`src/rtl/i2c_mbox_pkg.sv`:
```
`timescale 1ns/1ps
package i2c_mbox_pkg;
  localparam int WORD_W = 16;

  localparam logic [1:0] REG_CMD  = 2'd0;
  localparam logic [1:0] REG_DOUT = 2'd1;
  localparam logic [1:0] REG_DIN  = 2'd2;
  localparam logic [1:0] REG_STAT = 2'd3;

  localparam logic [1:0]        MODE_NATIVE = 2'd2;
  localparam logic [WORD_W-1:0] CMD_KEEP    = 16'hECFE;

  typedef enum logic [1:0] {OP_START, OP_STOP, OP_BIT} bus_op_e;

  typedef enum logic [3:0] {
    SQ_IDLE, SQ_START, SQ_ADDR, SQ_AACK, SQ_WBIT, SQ_WACK, SQ_RBIT, SQ_RACK, SQ_STOP
  } seq_state_e;

  typedef struct packed {
    logic [6:0] addr;
    logic       wr;
    logic       two;
    logic       keep;
  } cmd_t;
endpackage

```
`src/rtl/i2c_mbox_bitphy.sv`:
```
`timescale 1ns/1ps
module i2c_mbox_bitphy
  import i2c_mbox_pkg::*;
#(
  parameter int CLK_DIV = 16
) (
  input  logic    clk,
  input  logic    rst_n,
  input  logic    go,
  input  bus_op_e op,
  input  logic    bit_in,
  output logic    take,
  output logic    done,
  output logic    rx_bit,
  input  logic    scl_in,
  input  logic    sda_in,
  output logic    scl_oe,
  output logic    sda_oe
);
  localparam int QDIV = (CLK_DIV / 4 < 2) ? 2 : CLK_DIV / 4;
  localparam int CW   = $clog2(QDIV);

  logic          busy;
  logic [1:0]    q;
  logic [CW-1:0] cnt;
  logic          scl_lvl, sda_lvl;
  bus_op_e       cur_op;
  logic          cur_bit;
  logic          stalled;

  // {scl, sda} released levels for each quarter of a bus operation
  function automatic logic [1:0] lvl(bus_op_e o, logic b, logic [1:0] qq);
    logic [1:0] r;
    case (o)
      OP_START: case (qq)
                  2'd0: r = 2'b01;
                  2'd1: r = 2'b11;
                  2'd2: r = 2'b10;
                  default: r = 2'b00;
                endcase
      OP_STOP:  case (qq)
                  2'd0: r = 2'b00;
                  2'd1: r = 2'b10;
                  default: r = 2'b11;
                endcase
      default:  r = {(qq == 2'd1 || qq == 2'd2), b};
    endcase
    return r;
  endfunction

  assign stalled = scl_lvl && !scl_in;
  assign take    = go && !busy && !stalled;
  assign scl_oe  = !scl_lvl;
  assign sda_oe  = !sda_lvl;

  always_ff @(posedge clk or negedge rst_n) begin
    if (!rst_n) begin
      busy    <= 1'b0;
      q       <= '0;
      cnt     <= '0;
      scl_lvl <= 1'b1;
      sda_lvl <= 1'b1;
      cur_op  <= OP_STOP;
      cur_bit <= 1'b1;
      done    <= 1'b0;
      rx_bit  <= 1'b1;
    end else begin
      done <= 1'b0;
      if (take) begin
        busy               <= 1'b1;
        q                  <= '0;
        cnt                <= '0;
        cur_op             <= op;
        cur_bit            <= bit_in;
        {scl_lvl, sda_lvl} <= lvl(op, bit_in, 2'd0);
      end else if (busy && !stalled) begin
        if (cnt == CW'(QDIV - 1)) begin
          cnt <= '0;
          if (q == 2'd1) rx_bit <= sda_in;
          if (q == 2'd3) begin
            busy <= 1'b0;
            done <= 1'b1;
          end else begin
            q                  <= q + 2'd1;
            {scl_lvl, sda_lvl} <= lvl(cur_op, cur_bit, q + 2'd1);
          end
        end else begin
          cnt <= cnt + 1'b1;
        end
      end
    end
  end
endmodule

```
`src/rtl/i2c_mbox_seq.sv`:
```
`timescale 1ns/1ps
module i2c_mbox_seq
  import i2c_mbox_pkg::*;
(
  input  logic              clk,
  input  logic              rst_n,
  input  logic              start,
  input  cmd_t              cmd,
  input  logic [WORD_W-1:0] dout,
  output logic              busy,
  output logic              held,
  output logic              ok_pulse,
  output logic              err_pulse,
  output logic              was_wr,
  output logic [WORD_W-1:0] rd_word,
  output logic              go,
  output bus_op_e           op,
  output logic              bit_o,
  input  logic              take,
  input  logic              done,
  input  logic              rx_bit
);
  seq_state_e        state;
  cmd_t              cur;
  logic [WORD_W-1:0] data;
  logic [7:0]        sh;
  logic [2:0]        bcnt;
  logic              bidx;
  logic              issued;
  logic              err_f;
  logic              last_byte;

  assign busy      = (state != SQ_IDLE);
  assign was_wr    = cur.wr;
  assign last_byte = bidx || !cur.two;
  assign go        = busy && !issued;

  always_comb begin
    op    = OP_BIT;
    bit_o = 1'b1;
    case (state)
      SQ_START:         op = OP_START;
      SQ_STOP:          op = OP_STOP;
      SQ_ADDR, SQ_WBIT: bit_o = sh[7];
      SQ_RACK:          bit_o = last_byte;
      default:          bit_o = 1'b1;
    endcase
  end

  always_ff @(posedge clk or negedge rst_n) begin
    if (!rst_n) begin
      state     <= SQ_IDLE;
      cur       <= '0;
      data      <= '0;
      sh        <= '0;
      bcnt      <= '0;
      bidx      <= 1'b0;
      issued    <= 1'b0;
      err_f     <= 1'b0;
      held      <= 1'b0;
      ok_pulse  <= 1'b0;
      err_pulse <= 1'b0;
      rd_word   <= '0;
    end else begin
      ok_pulse  <= 1'b0;
      err_pulse <= 1'b0;
      if (take) issued <= 1'b1;
      if (state == SQ_IDLE) begin
        if (start) begin
          cur    <= cmd;
          data   <= dout;
          err_f  <= 1'b0;
          issued <= 1'b0;
          state  <= SQ_START;
        end
      end else if (done) begin
        issued <= 1'b0;
        case (state)
          SQ_START: begin
            sh    <= {cur.addr, !cur.wr};
            bcnt  <= '0;
            state <= SQ_ADDR;
          end
          SQ_ADDR, SQ_WBIT: begin
            sh <= {sh[6:0], 1'b0};
            if (bcnt == 3'd7) state <= (state == SQ_ADDR) ? SQ_AACK : SQ_WACK;
            else bcnt <= bcnt + 3'd1;
          end
          SQ_AACK: begin
            bidx <= 1'b0;
            bcnt <= '0;
            if (rx_bit) begin
              err_f <= 1'b1;
              state <= SQ_STOP;
            end else if (cur.wr) begin
              sh    <= data[7:0];
              state <= SQ_WBIT;
            end else begin
              state <= SQ_RBIT;
            end
          end
          SQ_WACK: begin
            if (rx_bit) begin
              err_f <= 1'b1;
              state <= SQ_STOP;
            end else if (!last_byte) begin
              bidx  <= 1'b1;
              bcnt  <= '0;
              sh    <= data[15:8];
              state <= SQ_WBIT;
            end else if (cur.keep) begin
              held     <= 1'b1;
              ok_pulse <= 1'b1;
              state    <= SQ_IDLE;
            end else begin
              state <= SQ_STOP;
            end
          end
          SQ_RBIT: begin
            sh <= {sh[6:0], rx_bit};
            if (bcnt == 3'd7) begin
              if (bidx) rd_word[15:8] <= {sh[6:0], rx_bit};
              else      rd_word[7:0]  <= {sh[6:0], rx_bit};
              state <= SQ_RACK;
            end else begin
              bcnt <= bcnt + 3'd1;
            end
          end
          SQ_RACK: begin
            if (!last_byte) begin
              bidx  <= 1'b1;
              bcnt  <= '0;
              state <= SQ_RBIT;
            end else if (cur.keep) begin
              held     <= 1'b1;
              ok_pulse <= 1'b1;
              state    <= SQ_IDLE;
            end else begin
              state <= SQ_STOP;
            end
          end
          SQ_STOP: begin
            held      <= 1'b0;
            ok_pulse  <= !err_f;
            err_pulse <= err_f;
            state     <= SQ_IDLE;
          end
          default: state <= SQ_IDLE;
        endcase
      end
    end
  end
endmodule

```
`src/rtl/i2c_mbox_master.sv`:
```
`timescale 1ns/1ps
module i2c_mbox_master
  import i2c_mbox_pkg::*;
#(
  parameter int CLK_DIV = 16
) (
  input  logic              clk,
  input  logic              rst_n,
  input  logic              reg_wr,
  input  logic [1:0]        reg_addr,
  input  logic [WORD_W-1:0] reg_wdata,
  output logic [WORD_W-1:0] reg_rdata,
  input  logic              scl_in,
  input  logic              sda_in,
  output logic              scl_oe,
  output logic              sda_oe
);
  logic [WORD_W-1:0] cmd_q, dout_q, rd_word;
  logic [2:0]        stat_q;   // {received, sent, failed}
  logic [2:0]        stat_set, stat_clr;
  logic              cmd_wr, cmd_fire;
  logic              seq_busy, seq_held, ok_pulse, err_pulse, was_wr;
  logic              go, take, done, rx_bit, bit_o;
  bus_op_e           op;
  cmd_t              new_cmd;

  assign cmd_wr   = reg_wr && (reg_addr == REG_CMD);
  assign cmd_fire = cmd_wr && !seq_busy && (reg_wdata[15:14] == MODE_NATIVE);
  assign new_cmd  = '{addr: reg_wdata[7:1], wr: reg_wdata[10],
                      two: reg_wdata[11], keep: reg_wdata[13]};

  assign stat_set = {ok_pulse && !was_wr, ok_pulse && was_wr, err_pulse};
  assign stat_clr = (reg_wr && reg_addr == REG_STAT) ? reg_wdata[15:13] : 3'b000;

  always_ff @(posedge clk or negedge rst_n) begin
    if (!rst_n) begin
      cmd_q  <= '0;
      dout_q <= '0;
      stat_q <= '0;
    end else begin
      if (cmd_fire) cmd_q <= reg_wdata & CMD_KEEP;
      if (reg_wr && reg_addr == REG_DOUT) dout_q <= reg_wdata;
      stat_q <= (stat_q & ~stat_clr) | stat_set;
    end
  end

  always_comb begin
    case (reg_addr)
      REG_CMD:  reg_rdata = cmd_q;
      REG_DOUT: reg_rdata = dout_q;
      REG_DIN:  reg_rdata = rd_word;
      default:  reg_rdata = {stat_q, 13'b0};
    endcase
  end

  i2c_mbox_seq u_seq (
    .clk(clk), .rst_n(rst_n), .start(cmd_fire), .cmd(new_cmd), .dout(dout_q),
    .busy(seq_busy), .held(seq_held), .ok_pulse(ok_pulse), .err_pulse(err_pulse),
    .was_wr(was_wr), .rd_word(rd_word), .go(go), .op(op), .bit_o(bit_o),
    .take(take), .done(done), .rx_bit(rx_bit)
  );

  i2c_mbox_bitphy #(.CLK_DIV(CLK_DIV)) u_phy (
    .clk(clk), .rst_n(rst_n), .go(go), .op(op), .bit_in(bit_o), .take(take),
    .done(done), .rx_bit(rx_bit), .scl_in(scl_in), .sda_in(sda_in),
    .scl_oe(scl_oe), .sda_oe(sda_oe)
  );
endmodule

```
`config.mk`:
```
export PLATFORM = sky130hd
export DESIGN_NAME = i2c_mbox_master
export DESIGN_NICKNAME = d
export VERILOG_FILES = /design/src/rtl/i2c_mbox_pkg.sv /design/src/rtl/i2c_mbox_bitphy.sv /design/src/rtl/i2c_mbox_seq.sv /design/src/rtl/i2c_mbox_master.sv
export SDC_FILE = /design/constraint.sdc
export NUM_CORES = 1
export LEC_CHECK = 0
export BUFFER_PORTS_ARGS = -buffer_cell sky130_fd_sc_hd__buf_4
export CORE_AREA = 2 2 104 96
export DETAILED_ROUTE_END_ITERATION = 6
export DIE_AREA = 0 0 106 98
export PLACE_DENSITY = 0.81
export SLEW_MARGIN = 40
export SYNTH_ARGS = -nofsm -noshare
export SYNTH_HDL_FRONTEND = slang
export SYNTH_SLANG_ARGS = --single-unit
```
`constraint.sdc`:
```
create_clock -name clk -period 1.9 [get_ports clk]
set_input_delay 0.285 -clock clk [delete_from_list [all_inputs] [get_ports clk]]
set_output_delay 0.285 -clock clk [all_outputs]
set_load 0.01 [all_outputs]
```
==> impl_results.md <==
* Number of global-route vias before repair at ~3.8k
* Core area at approximately 0.0094 sq mm
* Total grt overflow at 0
* Largest net degree at the start of global routing at roughly 110
* Outcome: completed
* Worst slack at placement at -0.00384 ns
* Min setup slack post-route at slightly below 0.07 ns
* # fillers at around 730
* Clock latency on the worst-skew pair at 0.38 ns
* Antenna viol nets, final at 0
* Worst slew pin tran at roughly 0.60 ns
* TritonCTS clock tree: done
* CP endpoint kind: flip-flop
* Relative slew slack at 0.600
* Min-Delay Startpoint: reg_wdata[12]
* Power Dens Cells at about 1100 mW/mm^2
* Seq cells post-synth at about 110
* Netlist cell types at 52
* Hold Path Sink: dout_q[12]
* Number of max-cap violations at 0
* Final nets at roughly 510
* Min cycle time layout at between 1.5 and 2 ns
* Clock sinks at 105
* Die X at 106 um
* Syn Inst Count at 420
* Slew Limit Fails at 0
* Initial antenna violation count at 0
* Synth warn at 0
* Antenna Cells at 0
* Fin. Hold Viols at 0
* First-pass GRT wire length at ~19 mm
* Root Buffer: clkbuf_8
* Synth Flop Type: dfrtp_1
* WL per Instance at ~19 um
* H-tree Lvls at 3
* Synthesized cell area at slightly below 0.005 sq mm
* Crit-path max FO at 10
* Num ports at 41
* Worst Path Arrival at around 2.1 ns
* Cells after DPL at between 500 and 600
* Reg clk slew, reported paths at roughly 0.10 ns
* Fin cells at between 600 and 700
* WHS Path Cells at 2
* Vias per inst at just under 6
* Drt first-iter violations at 250
* R2R Setup Slk at 0.07 ns
* RSZ-0062 raised after global routing: false
* Fraction of registers with async set/reset at 1.00
* Period utilization at 0.964
* Die area at approximately 0.010 sq mm
* Setup TNS at 0 ns
* Chip Height at 98 um
* WS Path Type: flip-flop to flip-flop
* R2R depth at 5
* # DRC at 0
* CP startpoint kind: flip-flop
* RR Endpoint: cmd_q[1]
* Critical Path RT at about 2.2 ns
* Max Clock Freq at 546 MHz
* FF-to-FF Start: u_seq.state[1]
* Final WL at roughly 11 mm
* Starting Density at 0.526
* P&R area growth vs syn at 18.6%
* CTS Buffer Depth at 2
* DR vias at about 3.6k
* Post-synth EDFFs at 0
* Setup violators final at 0
* Leakage power at 0.00279 uW
* Share of cells above drive strength 1 at 0.360
* Sequential share of the synthesized area at 0.532
* Peak supply drop at 0.592 mV
* Hpwl dp at between 7 and 8 mm
* RePlAce Congestion at 0.914
* Row count at 34
* Mapped Avg Cell Area at between 10 and 15 sq um
* Hold WC Path Type: input pin to flip-flop
* IO buf count at 40
* First-pass DRT Iterations at 5
* Synthesized Nets at 448
* Clk_skew at between 0.01 and 0.015 ns
* Cts bufs inserted at 9
* Total Routing Usage GR at 0.235
[kinds of logic after synthesis]
kind of cell / after synthesis / synth area share
and+or+nand+nor: 97 / 0.106
DFF: 105 / 0.532
buffers and inverters: 46 / 0.0422
AOI/OAI and AO/OA: 84 / 0.116
xor gates and xnor gates: 3 / 0.00531
muxes: 80 / 0.186
adders and majority gates: 5 / 0.0126
[report_power, final]
part / switching [uW] / total (uW) / internal (uW) / leakage (uW)
Combinational: 1110 / 2080 / 967 / 0.00140
Sequential: 320 / 2960 / 2640 / 0.00131
Clock: 762 / 1240 / 479 / 0.0000790
Total: 2200 / 6280 / 4080 / 0.00279
[flip-flops by register name, summed over array words and instances (netlist names), 3 cells and up]
| register | flops |
|---|---|
| u_seq.data | 16 |
| dout_q | 16 |
| u_seq.bcnt | 3 |
| u_seq.sh | 8 |
| stat_q | 3 |
| u_seq.cur | 9 |
| u_seq.rd_word | 16 |
| u_seq.state | 4 |
| cmd_q | 12 |
[what timing repair did]
item / CTS / global route
setup buffers: 2 / 1
pin swaps: 1 / 1
gates resized for setup: 3 / 9
hold buffers: 1 / 0
endpoints found under the setup margin: 5 / 40
endpoints found under the hold margin: 92 / 0
cloned: 0 / 1
[worst max path at each step]
stage,start,to,slack [ns],cells past startpoint
6_report,u_seq.state[1],cmd_q[1],0.07,5
3_5_place_dp,u_seq.state[1],cmd_q[1],-0.004,4
5_1_grt,u_seq.state[1],cmd_q[1],0.005,5
4_1_cts,u_seq.state[0],u_seq.bcnt[2],0.006,5
2_1_floorplan,u_seq.state[0],cmd_q[11],0.001,6
3_3_place_gp,u_seq.state[1],cmd_q[11],0.03,4
[critical path, cell delays in order (launching register included)]
cell and delay (ns):
dfrtp_1 0.39, or3_4 0.41, nor4_4 0.25, buf_6 0.17, buf_6 0.15, mux2_2 0.34
[per-stage QoR]
| step | instance area, sq um | util | power [uW] | hold slack [ns] |
|---|---|---|---|---|
| 2_1_floorplan | 4950 | - | 4220 | -0.0106 |
| 3_3_place_gp | 5590 | 0.594 | 4870 | 0.392 |
| 3_5_place_dp | 5590 | 0.594 | 4960 | 0.395 |
| 4_1_cts | 5790 | 0.616 | 6220 | 0.118 |
| 5_1_grt | 5870 | 0.624 | 6660 | 0.120 |
| 6_report | 5870 | 0.624 | 6280 | 0.136 |
[cell type report]
type                    count  area [sq um]  area share
well taps                 126           158      0.0269
flip-flops and latches    105          2630       0.449
inverters                  23          86.3      0.0147
repair buffers             77           684       0.117
clock buffers              10           128      0.0217
clock inverters             5          41.3     0.00703
multi-input cells         269          2140       0.364
[layout by cell type, fill, tap and decap left out, drive strengths merged, types with 4 or more instances in the layout]
master | synthesis | final
dfrtp | 100 | 100
buf | 12 | 75
mux2 | 64 | 64
nand2 | 35 | 35
o21ai | 33 | 33
inv | 23 | 24
nor2 | 15 | 15
mux2i | 13 | 13
a21oi | 11 | 11
clkbuf | 11 | 11
o22ai | 10 | 10
a22o | 9 | 9
nor2b | 8 | 8
a221o | 8 | 8
nor3 | 7 | 7
nand3b | 5 | 5
dfstp | 5 | 5
ha | 5 | 5
nand3 | 4 | 4
a31oi | 4 | 4
[cell usage after synthesis, types with 8 or more instances]
| cell type | number | area [sq um] |
|---|---|---|
| mux2_2 | 63 | 709 |
| clkbuf_1 | 11 | 41.3 |
| a21oi_1 | 11 | 55.1 |
| mux2i_1 | 13 | 130 |
| dfrtp_1 | 100 | 2500 |
| inv_1 | 23 | 86.3 |
| nand2_1 | 35 | 131 |
| a221o_1 | 8 | 80.1 |
| a22o_1 | 9 | 78.8 |
| buf_2 | 8 | 40.0 |
| nor2_1 | 15 | 56.3 |
| o22ai_1 | 10 | 62.6 |
| o21ai_0 | 32 | 160 |
| nor2b_1 | 8 | 50.1 |
[layer usage]
layer,part of all wire,track usage,vias to the layer above
met4,0.019,0.100,0
li1,-,-,1630
met5,0,0,-
met3,0.049,0.0574,20
met1,0.44,0.318,1827
met2,0.49,0.367,114
(Power assumes the default switching activity.)
